===== src/rtl/vdiv_pkg.sv =====
package vdiv_pkg;

  typedef enum logic [1:0] {
    MODE_SEARCH = 2'd0,
    MODE_NARROW = 2'd1,
    MODE_STD    = 2'd2
  } vdiv_mode_e;

endpackage


===== src/rtl/vdiv_halfline_ctr.sv =====
module vdiv_halfline_ctr #(
  parameter int CNT_W = 10
) (
  input  logic             clk,
  input  logic             rst_n,
  input  logic             vsync_i,
  input  logic             rst_evt_i,
  output logic [CNT_W-1:0] cnt_o,
  output logic             div_rst_o,
  output logic             sync_seen_o
);

  logic [CNT_W-1:0] cnt_q;
  logic             pulse_q;
  logic             seen_q;

  always_ff @(posedge clk or negedge rst_n) begin
    if (!rst_n) begin
      cnt_q   <= '0;
      pulse_q <= 1'b0;
      seen_q  <= 1'b0;
    end else if (rst_evt_i) begin
      cnt_q   <= '0;
      pulse_q <= 1'b1;
      seen_q  <= 1'b0;
    end else begin
      if (cnt_q != '1) cnt_q <= cnt_q + 1'b1;
      pulse_q <= 1'b0;
      seen_q  <= seen_q | vsync_i;
    end
  end

  assign cnt_o       = cnt_q;
  assign div_rst_o   = pulse_q;
  assign sync_seen_o = seen_q;

endmodule


===== src/rtl/vdiv_lock_ctl.sv =====
module vdiv_lock_ctl
  import vdiv_pkg::*;
#(
  parameter int CNT_W       = 10,
  parameter int CONF_W      = 4,
  parameter int SRCH_LO     = 488,
  parameter int SRCH_HI     = 722,
  parameter int N60_LO      = 522,
  parameter int N60_HI      = 528,
  parameter int N50_LO      = 622,
  parameter int N50_HI      = 628,
  parameter int STD60       = 525,
  parameter int STD50       = 625,
  parameter int NOSIG_CNT   = 628,
  parameter int RATE_SPLIT  = 575,
  parameter int CONF_NARROW = 12,
  parameter int CONF_TOP    = 14,
  parameter int CONF_DROP   = 10
) (
  input  logic             clk,
  input  logic             rst_n,
  input  logic [CNT_W-1:0] cnt_i,
  input  logic             vsync_i,
  input  logic             no_tx_i,
  input  logic             force_i,
  input  logic             sync_seen_i,
  output logic             rst_evt_o,
  output vdiv_mode_e       mode_o,
  output logic             is50_o
);

  localparam logic [CNT_W-1:0]  L_SRCH_LO = CNT_W'(SRCH_LO);
  localparam logic [CNT_W-1:0]  L_SRCH_HI = CNT_W'(SRCH_HI);
  localparam logic [CNT_W-1:0]  L_N60_LO  = CNT_W'(N60_LO);
  localparam logic [CNT_W-1:0]  L_N60_HI  = CNT_W'(N60_HI);
  localparam logic [CNT_W-1:0]  L_N50_LO  = CNT_W'(N50_LO);
  localparam logic [CNT_W-1:0]  L_N50_HI  = CNT_W'(N50_HI);
  localparam logic [CNT_W-1:0]  L_STD60   = CNT_W'(STD60);
  localparam logic [CNT_W-1:0]  L_STD50   = CNT_W'(STD50);
  localparam logic [CNT_W-1:0]  L_NOSIG   = CNT_W'(NOSIG_CNT);
  localparam logic [CNT_W-1:0]  L_SPLIT   = CNT_W'(RATE_SPLIT);
  localparam logic [CONF_W-1:0] L_C_NAR   = CONF_W'(CONF_NARROW);
  localparam logic [CONF_W-1:0] L_C_TOP   = CONF_W'(CONF_TOP);
  localparam logic [CONF_W-1:0] L_C_DROP  = CONF_W'(CONF_DROP);

  vdiv_mode_e        mode_q, mode_n, eff_mode;
  logic [CONF_W-1:0] conf_q, conf_n, conf_up, conf_dn;
  logic              is50_q, is50_n;
  logic [CNT_W-1:0]  std_v, wnd_lo, wnd_hi;
  logic              in_srch, in_any_nar, in_wnd;
  logic              acc, miss, dflt;

  always_comb begin
    eff_mode   = force_i ? MODE_SEARCH : mode_q;
    std_v      = is50_q ? L_STD50 : L_STD60;
    wnd_lo     = is50_q ? L_N50_LO : L_N60_LO;
    wnd_hi     = is50_q ? L_N50_HI : L_N60_HI;
    in_srch    = (cnt_i >= L_SRCH_LO) && (cnt_i <= L_SRCH_HI);
    in_any_nar = ((cnt_i >= L_N50_LO) && (cnt_i <= L_N50_HI)) ||
                 ((cnt_i >= L_N60_LO) && (cnt_i <= L_N60_HI));
    in_wnd     = (cnt_i >= wnd_lo) && (cnt_i <= wnd_hi);

    case (eff_mode)
      MODE_SEARCH: begin
        acc  = vsync_i && in_srch;
        miss = !acc && (cnt_i == L_SRCH_HI);
      end
      MODE_NARROW: begin
        acc  = vsync_i && in_wnd;
        miss = !acc && (cnt_i == wnd_hi);
      end
      default: begin
        acc  = vsync_i && (cnt_i == std_v);
        miss = !vsync_i && (cnt_i == std_v);
      end
    endcase
    dflt = no_tx_i && !sync_seen_i && !vsync_i && (cnt_i == L_NOSIG) && !acc && !miss;

    conf_up = (conf_q >= L_C_TOP) ? L_C_TOP : conf_q + 1'b1;
    conf_dn = (conf_q == '0) ? '0 : conf_q - 1'b1;

    conf_n = conf_q;
    is50_n = is50_q;
    mode_n = eff_mode;
    if (acc) begin
      is50_n = (cnt_i >= L_SPLIT);
      case (eff_mode)
        MODE_SEARCH: conf_n = in_any_nar ? conf_up : '0;
        MODE_NARROW: conf_n = ((conf_q < L_C_NAR) || (cnt_i == std_v)) ? conf_up : conf_q;
        default:     conf_n = conf_up;
      endcase
    end else if (miss || dflt) begin
      conf_n = conf_dn;
    end

    if (acc || miss || dflt) begin
      case (eff_mode)
        MODE_SEARCH: if (conf_n >= L_C_NAR) mode_n = MODE_NARROW;
        MODE_NARROW: begin
          if (conf_n >= L_C_TOP)   mode_n = MODE_STD;
          else if (conf_n == '0)   mode_n = MODE_SEARCH;
        end
        default:     if (conf_n <= L_C_DROP) mode_n = MODE_SEARCH;
      endcase
    end

    if (force_i) begin
      mode_n = MODE_SEARCH;
      conf_n = '0;
    end
  end

  always_ff @(posedge clk or negedge rst_n) begin
    if (!rst_n) begin
      mode_q <= MODE_SEARCH;
      conf_q <= '0;
      is50_q <= 1'b1;
    end else begin
      mode_q <= mode_n;
      conf_q <= conf_n;
      is50_q <= is50_n;
    end
  end

  assign rst_evt_o = acc | miss | dflt;
  assign mode_o    = mode_q;
  assign is50_o    = is50_q;

endmodule


===== src/rtl/vdiv_pulse_gen.sv =====
module vdiv_pulse_gen
  import vdiv_pkg::*;
#(
  parameter int CNT_W   = 10,
  parameter int STD60   = 525,
  parameter int STD50   = 625,
  parameter int EQ_LEAD = 6,
  parameter int ATF50   = 8,
  parameter int ATF60   = 10,
  parameter int BLK50   = 44,
  parameter int BLK60   = 34,
  parameter int CHG_LEN = 26
) (
  input  logic [CNT_W-1:0] cnt_i,
  input  vdiv_mode_e       mode_i,
  input  logic             is50_i,
  output logic             atf_o,
  output logic             vblank_o,
  output logic             sc_blank_o,
  output logic             charge_o
);

  localparam logic [CNT_W-1:0] L_EQ50  = CNT_W'(STD50 - EQ_LEAD);
  localparam logic [CNT_W-1:0] L_EQ60  = CNT_W'(STD60 - EQ_LEAD);
  localparam logic [CNT_W-1:0] L_ATF50 = CNT_W'(ATF50);
  localparam logic [CNT_W-1:0] L_ATF60 = CNT_W'(ATF60);
  localparam logic [CNT_W-1:0] L_BLK50 = CNT_W'(BLK50);
  localparam logic [CNT_W-1:0] L_BLK60 = CNT_W'(BLK60);
  localparam logic [CNT_W-1:0] L_CHG   = CNT_W'(CHG_LEN);

  logic [CNT_W-1:0] atf_end, blk_end, eq_start;
  logic             lead_on;

  always_comb begin
    atf_end  = is50_i ? L_ATF50 : L_ATF60;
    blk_end  = is50_i ? L_BLK50 : L_BLK60;
    eq_start = is50_i ? L_EQ50 : L_EQ60;
    lead_on  = (mode_i != MODE_SEARCH) && (cnt_i >= eq_start);
    atf_o    = (cnt_i < atf_end) || lead_on;
    vblank_o = cnt_i < blk_end;
    sc_blank_o = vblank_o | atf_o;
    charge_o = cnt_i < L_CHG;
  end

endmodule


===== src/rtl/vdiv_win_ctrl.sv =====
module vdiv_win_ctrl
  import vdiv_pkg::*;
#(
  parameter int CNT_W       = 10,
  parameter int CONF_W      = 4,
  parameter int SRCH_LO     = 488,
  parameter int SRCH_HI     = 722,
  parameter int N60_LO      = 522,
  parameter int N60_HI      = 528,
  parameter int N50_LO      = 622,
  parameter int N50_HI      = 628,
  parameter int STD60       = 525,
  parameter int STD50       = 625,
  parameter int NOSIG_CNT   = 628,
  parameter int RATE_SPLIT  = 575,
  parameter int CONF_NARROW = 12,
  parameter int CONF_TOP    = 14,
  parameter int CONF_DROP   = 10,
  parameter int EQ_LEAD     = 6,
  parameter int ATF50       = 8,
  parameter int ATF60       = 10,
  parameter int BLK50       = 44,
  parameter int BLK60       = 34,
  parameter int CHG_LEN     = 26
) (
  input  logic       clk,
  input  logic       rst_n,
  input  logic       vsync_i,
  input  logic       no_tx_i,
  input  logic       force_srch_i,
  output logic       div_rst_o,
  output logic [1:0] mode_o,
  output logic       is50_o,
  output logic       atf_o,
  output logic       vblank_o,
  output logic       sc_blank_o,
  output logic       charge_o
);

  logic [CNT_W-1:0] cnt_w;
  logic             rst_evt_w;
  logic             seen_w;
  vdiv_mode_e       mode_w;
  logic             is50_w;

  vdiv_halfline_ctr #(.CNT_W(CNT_W)) u_ctr (
    .clk        (clk),
    .rst_n      (rst_n),
    .vsync_i    (vsync_i),
    .rst_evt_i  (rst_evt_w),
    .cnt_o      (cnt_w),
    .div_rst_o  (div_rst_o),
    .sync_seen_o(seen_w)
  );

  vdiv_lock_ctl #(
    .CNT_W(CNT_W), .CONF_W(CONF_W),
    .SRCH_LO(SRCH_LO), .SRCH_HI(SRCH_HI),
    .N60_LO(N60_LO), .N60_HI(N60_HI), .N50_LO(N50_LO), .N50_HI(N50_HI),
    .STD60(STD60), .STD50(STD50), .NOSIG_CNT(NOSIG_CNT), .RATE_SPLIT(RATE_SPLIT),
    .CONF_NARROW(CONF_NARROW), .CONF_TOP(CONF_TOP), .CONF_DROP(CONF_DROP)
  ) u_lock (
    .clk        (clk),
    .rst_n      (rst_n),
    .cnt_i      (cnt_w),
    .vsync_i    (vsync_i),
    .no_tx_i    (no_tx_i),
    .force_i    (force_srch_i),
    .sync_seen_i(seen_w),
    .rst_evt_o  (rst_evt_w),
    .mode_o     (mode_w),
    .is50_o     (is50_w)
  );

  vdiv_pulse_gen #(
    .CNT_W(CNT_W), .STD60(STD60), .STD50(STD50), .EQ_LEAD(EQ_LEAD),
    .ATF50(ATF50), .ATF60(ATF60), .BLK50(BLK50), .BLK60(BLK60), .CHG_LEN(CHG_LEN)
  ) u_pulse (
    .cnt_i     (cnt_w),
    .mode_i    (mode_w),
    .is50_i    (is50_w),
    .atf_o     (atf_o),
    .vblank_o  (vblank_o),
    .sc_blank_o(sc_blank_o),
    .charge_o  (charge_o)
  );

  assign mode_o = mode_w;
  assign is50_o = is50_w;

endmodule


===== config.mk =====
export PLATFORM = sky130hd
export DESIGN_NAME = vdiv_win_ctrl
export DESIGN_NICKNAME = d
export VERILOG_FILES = /design/src/rtl/vdiv_pkg.sv /design/src/rtl/vdiv_halfline_ctr.sv /design/src/rtl/vdiv_lock_ctl.sv /design/src/rtl/vdiv_pulse_gen.sv /design/src/rtl/vdiv_win_ctrl.sv
export SDC_FILE = /design/constraint.sdc
export NUM_CORES = 1
export LEC_CHECK = 0
export ABC_AREA = 1
export BUFFER_PORTS_ARGS = -buffer_cell sky130_fd_sc_hd__buf_2
export CORE_MARGIN = 2
export CORE_UTILIZATION = 50
export DETAILED_ROUTE_END_ITERATION = 10
export HOLD_SLACK_MARGIN = 0.06
export PLACE_DENSITY = 0.68
export SETUP_SLACK_MARGIN = 0.4
export SYNTH_ARGS = -nofsm -noshare
export SYNTH_HDL_FRONTEND = slang
export SYNTH_HIERARCHICAL = 1
export SYNTH_SLANG_ARGS = --single-unit

===== constraint.sdc =====
create_clock -name clk -period 4.6 [get_ports clk]
set_input_delay 0.46 -clock clk [delete_from_list [all_inputs] [get_ports clk]]
set_output_delay 0.46 -clock clk [all_outputs]
set_load 0.1 [all_outputs]

* After elaboration in Yosys (flattened, before gate mapping) *
Index checks and enable logic that the tools add are counted.

word-level totals
  logic and storage cells = 98
  bits in registers = 19
  input port bits = 5

cells by class
  equality and inequality tests = 6
  muxes and demuxes = 28
  reductions and logical operators = 33
  bitwise logic cells = 4
  add/sub/neg operators = 3
  magnitude comparators = 18

operators by type and width
  kind                     count
  $mux W4                  8
  $ge A10 B10 Y1 const B   3
  $le A10 B10 Y1 const B   3
  $mux W7                  4
  $eq A10 B10 Y1           2
  $eq A10 B10 Y1 const B   2
  $ge A10 B10 Y1           2
  $lt A10 B10 Y1           2
  $mux W10                 2
  $logic_and A1 B1 Y1      16
  $mux W2                  8
  $ge A4 B4 Y1 const B     3
  $add A10 B1 Y10 const B  1
  $ge A10 B9 Y1 const B    1
  $le A10 B10 Y1           1
  $lt A10 B5 Y1 const B    1
  $ne A10 B10 Y1 const B   1
  $logic_not A4 Y1         2
  $pmux W4 S2              1
  $logic_not A1 Y1         6
  $logic_or A1 B1 Y1       6
  $add A4 B1 Y4 const B    1
  $le A4 B4 Y1 const B     1
  $lt A4 B4 Y1 const B     1
  other kinds (8)          14

* Logic depth before layout (Yosys ltp) *
  depth after elaboration = 18
  gate-level depth with buffers = 22
  gate-level depth less buffers = 22

* Modules after synthesis *
Netlist, hierarchy kept.

by module, submodules not included
  module             seq. area each (um2)  cells an instance  instances  area an instance (um2)
  vdiv_lock_ctl      176.4                 219                1          1,271.2
  vdiv_halfline_ctr  300.3                 79                 1          663.1
  vdiv_pulse_gen     0.0                   44                 1          259.0

* Worst setup path after synthesis *
Ideal clock, no wire load.

  path type = register to register
  start = reg u_lock.is50_q (netlist: u_lock/is50_o)
  end = reg u_lock.mode_q[0] (netlist: u_lock/mode_o[0])
  period minus slack after synthesis = 2.901 ns
  library setup time = 0.073 ns
  cell stages (with the launch flop) = 20
  path slack = 1.699 ns
  data required time = 4.527 ns
  arrival = 2.828 ns
  buffers on the path = 0
  cells stage by stage = dfstp_2 inv_1 ha_1 inv_1 nand4_1 nor2_4 nand3_2 a22oi_2 nand2_4 clkinv_4 nand3_2 nand2_2 inv_2 nor2_2 nand2_1 nand2_1 nand2_1 nand2_1 nand2_1 a21oi_2

on the way
  cells in the longest elaborated chain, start to end = 18
  elaborated cells on any way between the ends = 38
  classes of those cells = 5 x order compare; 2 x eq/ne; 16 x mux; 15 x reduce/logical

RTL lines
  what                                                                     RTL line              RTL
  from (decl)                                                              vdiv_lock_ctl.sv:48   logic is50_q, is50_n;
  from (signal assigned)                                                   vdiv_lock_ctl.sv:121  is50_q <= is50_n;
  parallel branches: the longest is 16 deep, another holds $ge A10 B10 Y1  --
  $mux W2 *                                                                vdiv_lock_ctl.sv:96   if (acc || miss || dflt) begin
  $mux W2 *                                                                vdiv_lock_ctl.sv:107  if (force_i) begin
  named net u_lock.mode_n[0]                                               vdiv_lock_ctl.sv:46   vdiv_mode_e mode_q, mode_n, eff_mode;
  to (signal assigned)                                                     vdiv_lock_ctl.sv:119  mode_q <= mode_n;
  to (decl)                                                                vdiv_lock_ctl.sv:46

Mark *: on every way through the listed nets, which the timed path passes.
A chain may end at the register's enable or synchronous reset.

* Final worst setup path *
  start = reg u_lock.is50_q (netlist: u_lock/is50_o)
  end = reg u_ctr.cnt_q[1] (netlist: u_ctr/cnt_o[1])

on the way
  cells in the longest elaborated chain, start to end = 11
  elaborated cells on any way between the ends = 23
  classes of those cells = 2 x order compare; 2 x eq/ne; 6 x mux; 2 x bitwise; 11 x reduce/logical

RTL lines
  what                                                     RTL line                                  RTL
  $mux W7 (on tied branches)                               vdiv_lock_ctl.sv:56, vdiv_lock_ctl.sv:57
  $ge A10 B10 Y1 / $le A10 B10 Y1 (equally long branches)  vdiv_lock_ctl.sv:61                       in_wnd = (cnt_i >= wnd_lo) && (cnt_i <= wnd_hi);
  $logic_and A1 B1 Y1                                      vdiv_lock_ctl.sv:61
  $logic_and A1 B1 Y1                                      vdiv_lock_ctl.sv:69                       acc = vsync_i && in_wnd;
  $logic_not A1 Y1                                         vdiv_lock_ctl.sv:70                       miss = !acc && (cnt_i == wnd_hi);
  $logic_and A1 B1 Y1                                      vdiv_lock_ctl.sv:70
  $pmux W1 S2                                              vdiv_lock_ctl.sv:63                       case (eff_mode)
  $logic_not A1 Y1                                         vdiv_lock_ctl.sv:77                       dflt = no_tx_i && !sync_seen_i && !vsync_i && (cnt_i == L_NOSIG) && !acc && !miss;
  $logic_and A1 B1 Y1                                      vdiv_lock_ctl.sv:77
  $or A1 B1 Y1 *                                           vdiv_lock_ctl.sv:125                      assign rst_evt_o = acc | miss | dflt;
  named net rst_evt_w                                      vdiv_win_ctrl.sv:41                       logic rst_evt_w;
  $mux W10 / $reduce_bool A2 Y1 (equally long branches)    --
  to (signal assigned)                                     vdiv_halfline_ctr.sv:27                   if (cnt_q != '1) cnt_q <= cnt_q + 1'b1;
  to (decl)                                                vdiv_halfline_ctr.sv:13                   logic [CNT_W-1:0] cnt_q;

The timed path passes the listed nets; every way through them passes the cells marked *.

==> flow_summary.json <==
{
  "r2r_slack_ns": 1.82,
  "power_switching_share_pct": 60.45,
  "cts.sinks": 19,
  "yosysMostFrequentCell": "nand2_1",
  "power.internal_uw": 483.8,
  "row_count": 24,
  "critPathLaunch": "u_lock/is50_o$_DFFE_PN1N_",
  "synth_cell_types": 37,
  "fin_nets": 374,
  "rr_endpoint": "u_ctr/cnt_o[1]$_DFFE_PN0P_",
  "ys.flop_type": "dfrtp_1",
  "setup_viol": 0,
  "criticalPathCategory": "reg -> reg",
  "timing_hold_violations_final": 0,
  "path_clk_slew_ns": 0.07,
  "netlist_area_mm2": 0.002193,
  "leakage_uw": 0.001224,
  "setup_tns_ns": 0,
  "viasPerCell": 5.290,
  "grt_pass1_wl_um": 9080,
  "crit_end": "u_ctr/cnt_o[1]$_DFFE_PN0P_",
  "hold_buffers": 0,
  "busiest_layer": "met2",
  "seq_area_frac_synth_pct": 21.73,
  "peakVddDrop_mv": 0.3977,
  "areaGrowthSynthToFinish_pct": 6.845,
  "grt_use_met2_pct": 34.80,
  "wl_per_cell_um": 12.62,
  "root_buffer": "clkbuf_8",
  "finalClockSkew_ns": 0.005061,
  "status": "completed",
  "finalPower_uw": 1223,
  "place.gp.congestion": 0.8989,
  "cts_inserted_buffers": 3,
  "drc": 0,
  "cp-end-kind": "flop",
  "syn_nets": 360,
  "power_density_mw_per_mm2": 522.0,
  "drv_slew": 0,
  "synth_top_area_cell": "dfrtp_1",
  "async_reset_ff_share_pct": 100.0,
  "rsz0062_at_grt": "false",
  "pwr-share-seq_pct": 28.4,
  "placed_area_mm2": 0.002298,
  "cp-start-kind": "flop",
  "io_buffers": 12,
  "ctsResizeCount": 0,
  "fin_crit_sh_pct": 60.51,
  "grt.overflow.total": 0,
  "clk_latency_ns": 0.26,
  "cts_tree": "built",
  "yosys_warnings": 6,
  "grt_pass1_vias": 2024,
  "antenna_found_initial": 0,
  "drt_iter0_markers": 246,
  "top_level_ports": 13,
  "pwr-share-clk_pct": 9.4,
  "use_met3_pct": 1.876,
  "drv_cap": 0,
  "tightest_slew_ns": 0.5518,
  "synth_top_area_share_pct": 20.54,
  "required_ns": 4.79,
  "wirelength_um": 5136,
  "post_synth.cell_area_avg_um2": 6.413,
  "r2r_cells": 17,
  "die-width_um": 70.23,
  "synthTopCellsByArea": "dfrtp_1 21%, nand2_1 16%, ha_1 7.4%",
  "fmax_mhz": 359.3,
  "grt_max_degree": 20,
  "first_pass_iters": 4,
  "place_hpwl_um": 4000,
  "ys_ff_latch": 19,
  "slew_headroom_pct": 63.21,
  "crit_fanout": 11,
  "post_cts.repair.setup_buffers": 0,
  "cts_max_level": 1,
  "die_area_mm2": 0.004932,
  "fill_cells": 434,
  "hold_class": "in -> async",
  "diodes": 0,
  "cp.arrival_ns": 2.97,
  "cts_max_path_buffers": 2,
  "core_mm2": 0.004294,
  "ant_nets": 0,
  "combPwrFrac_pct": 62.2,
  "yosys-top-cells-count": "93 x nand2_1, 42 x nor2_1, 34 x inv_1, 32 x nand3_1, 18 x dfrtp_1",
  "start_util_pct": 51.08,
  "r2r-start": "u_lock/is50_o$_DFFE_PN1N_",
  "grt.total_usage_pct": 22.31,
  "fin_crit_ns": 2.784,
  "layout-drive-gt1-share_pct": 21.41,
  "syn_inst": 342,
  "grtUsageMet1_pct": 32.94,
  "fp.dieH_um": 70.23,
  "dp_slack_ns": 1.851,
  "vias": 2153,
  "fin_ws_ns": 1.816,
  "synth-edff-count": 0,
  "p_sw_uw": 739.5,
  "final_area_mm2": 0.002344
}
logic make-up (layout without fill, tap and decap cells):
group                    count (synthesis)  after routing  synth area share, %
AO/OA/AOI/OAI                           32             32                9.356
XOR/XNOR                                 1              1               0.3994
adder cells (fa/ha/maj)                 13             13                7.416
buffers and inverters                   51             64                9.356
flip-flops                              19             19                21.73
AND/OR/NAND/NOR                        226            226                51.74
cell type report:
cell class / count / area [um^2] / share of cell area, %
flip-flops and latches: 19 / 476.7 / 20.34
repair buffers: 12 / 60.06 / 2.563
clock buffers: 4 / 45.04 / 1.922
multi-input cells: 272 / 1511 / 64.50
well taps: 52 / 65.06 / 2.776
inverters: 48 / 185.2 / 7.902
power by group through the flow:
stage               clock network, uW  logic [uW]  registers (uW)
finish                            115         760             348
global route                      123         842             361
CTS                               119         756             347
detailed placement                  0         755             351
global placement                    0         746             350
floorplan                           0         610             338
worst max-delay path: stages, from the launching register on:
cell and delay, ns:
dfstp_2 0.57, inv_1 0.12, ha_1 0.37, nand2_1 0.11, nand2_1 0.09, inv_2 0.05, nor2_1 0.03, nor2_1 0.08
nand2_1 0.05, nand3_1 0.12, nand2_1 0.11, nand2_4 0.13, clkinv_4 0.09, nor2_2 0.13, inv_2 0.11, inv_1 0.32
nand3_1 0.13, nand2_1 0.09
stage by stage:
stage / hold WS [ns] / std cells / util [%]
after global placement: 0.4319 / 403 / 53.53
after global routing: 0.1735 / 407 / 54.57
after CTS: 0.1512 / 407 / 54.57
after floorplan: 0.1644 / 342 / -
final: 0.1414 / 407 / 54.57
after detailed placement: 0.4288 / 403 / 53.53
worst min path at each step:
stage | cells past startpoint | endpoint | slack [ns] | start
floorplan | 0 | u_ctr/cnt_o[0]$_DFFE_PN0P_ | 0.16 | rst_n
global placement | 1 | u_lock/conf_q[2]$_DFF_PN0_ | 0.43 | rst_n
detailed placement | 1 | u_lock/conf_q[2]$_DFF_PN0_ | 0.43 | rst_n
CTS | 1 | u_ctr/cnt_o[8]$_DFFE_PN0P_ | 0.15 | rst_n
global route | 1 | u_ctr/cnt_o[4]$_DFFE_PN0P_ | 0.17 | rst_n
finish | 1 | u_lock/conf_q[2]$_DFF_PN0_ | 0.14 | rst_n
flip-flops by register name, summed over array words and instances, names as in the netlist:
signal             cells
u_ctr/cnt_o           10
u_lock/is50_o          1
u_lock/conf_q          4
u_ctr/div_rst_o        1
u_lock/mode_o          2
u_ctr/sync_seen_o      1
placed cells by master, fill, tap and decap left out, drive strengths merged:
cell    instances
nor4            1
a31o            1
nand3b          3
clkinv          1
xnor2           1
nor3b           1
nand4           9
ha             13
or2             3
dfstp           1
o311ai          1
a22oi           1
o21a            1
o21ai          14
nand2         106
clkbuf          4
nor2           58
o21bai          2
nor3            6
nand3          39
inv            47
buf            12
dfrtp          18
a21oi          12
routing by layer:
layer | wire length, um | up-vias
li1 | - | 1134
met1 | 2627 | 975
met2 | 2300 | 42
met3 | 171 | 2
met4 | 36 | 0
met5 | 0 | -
No activity file was read; power rests on OpenSTA's default activity.
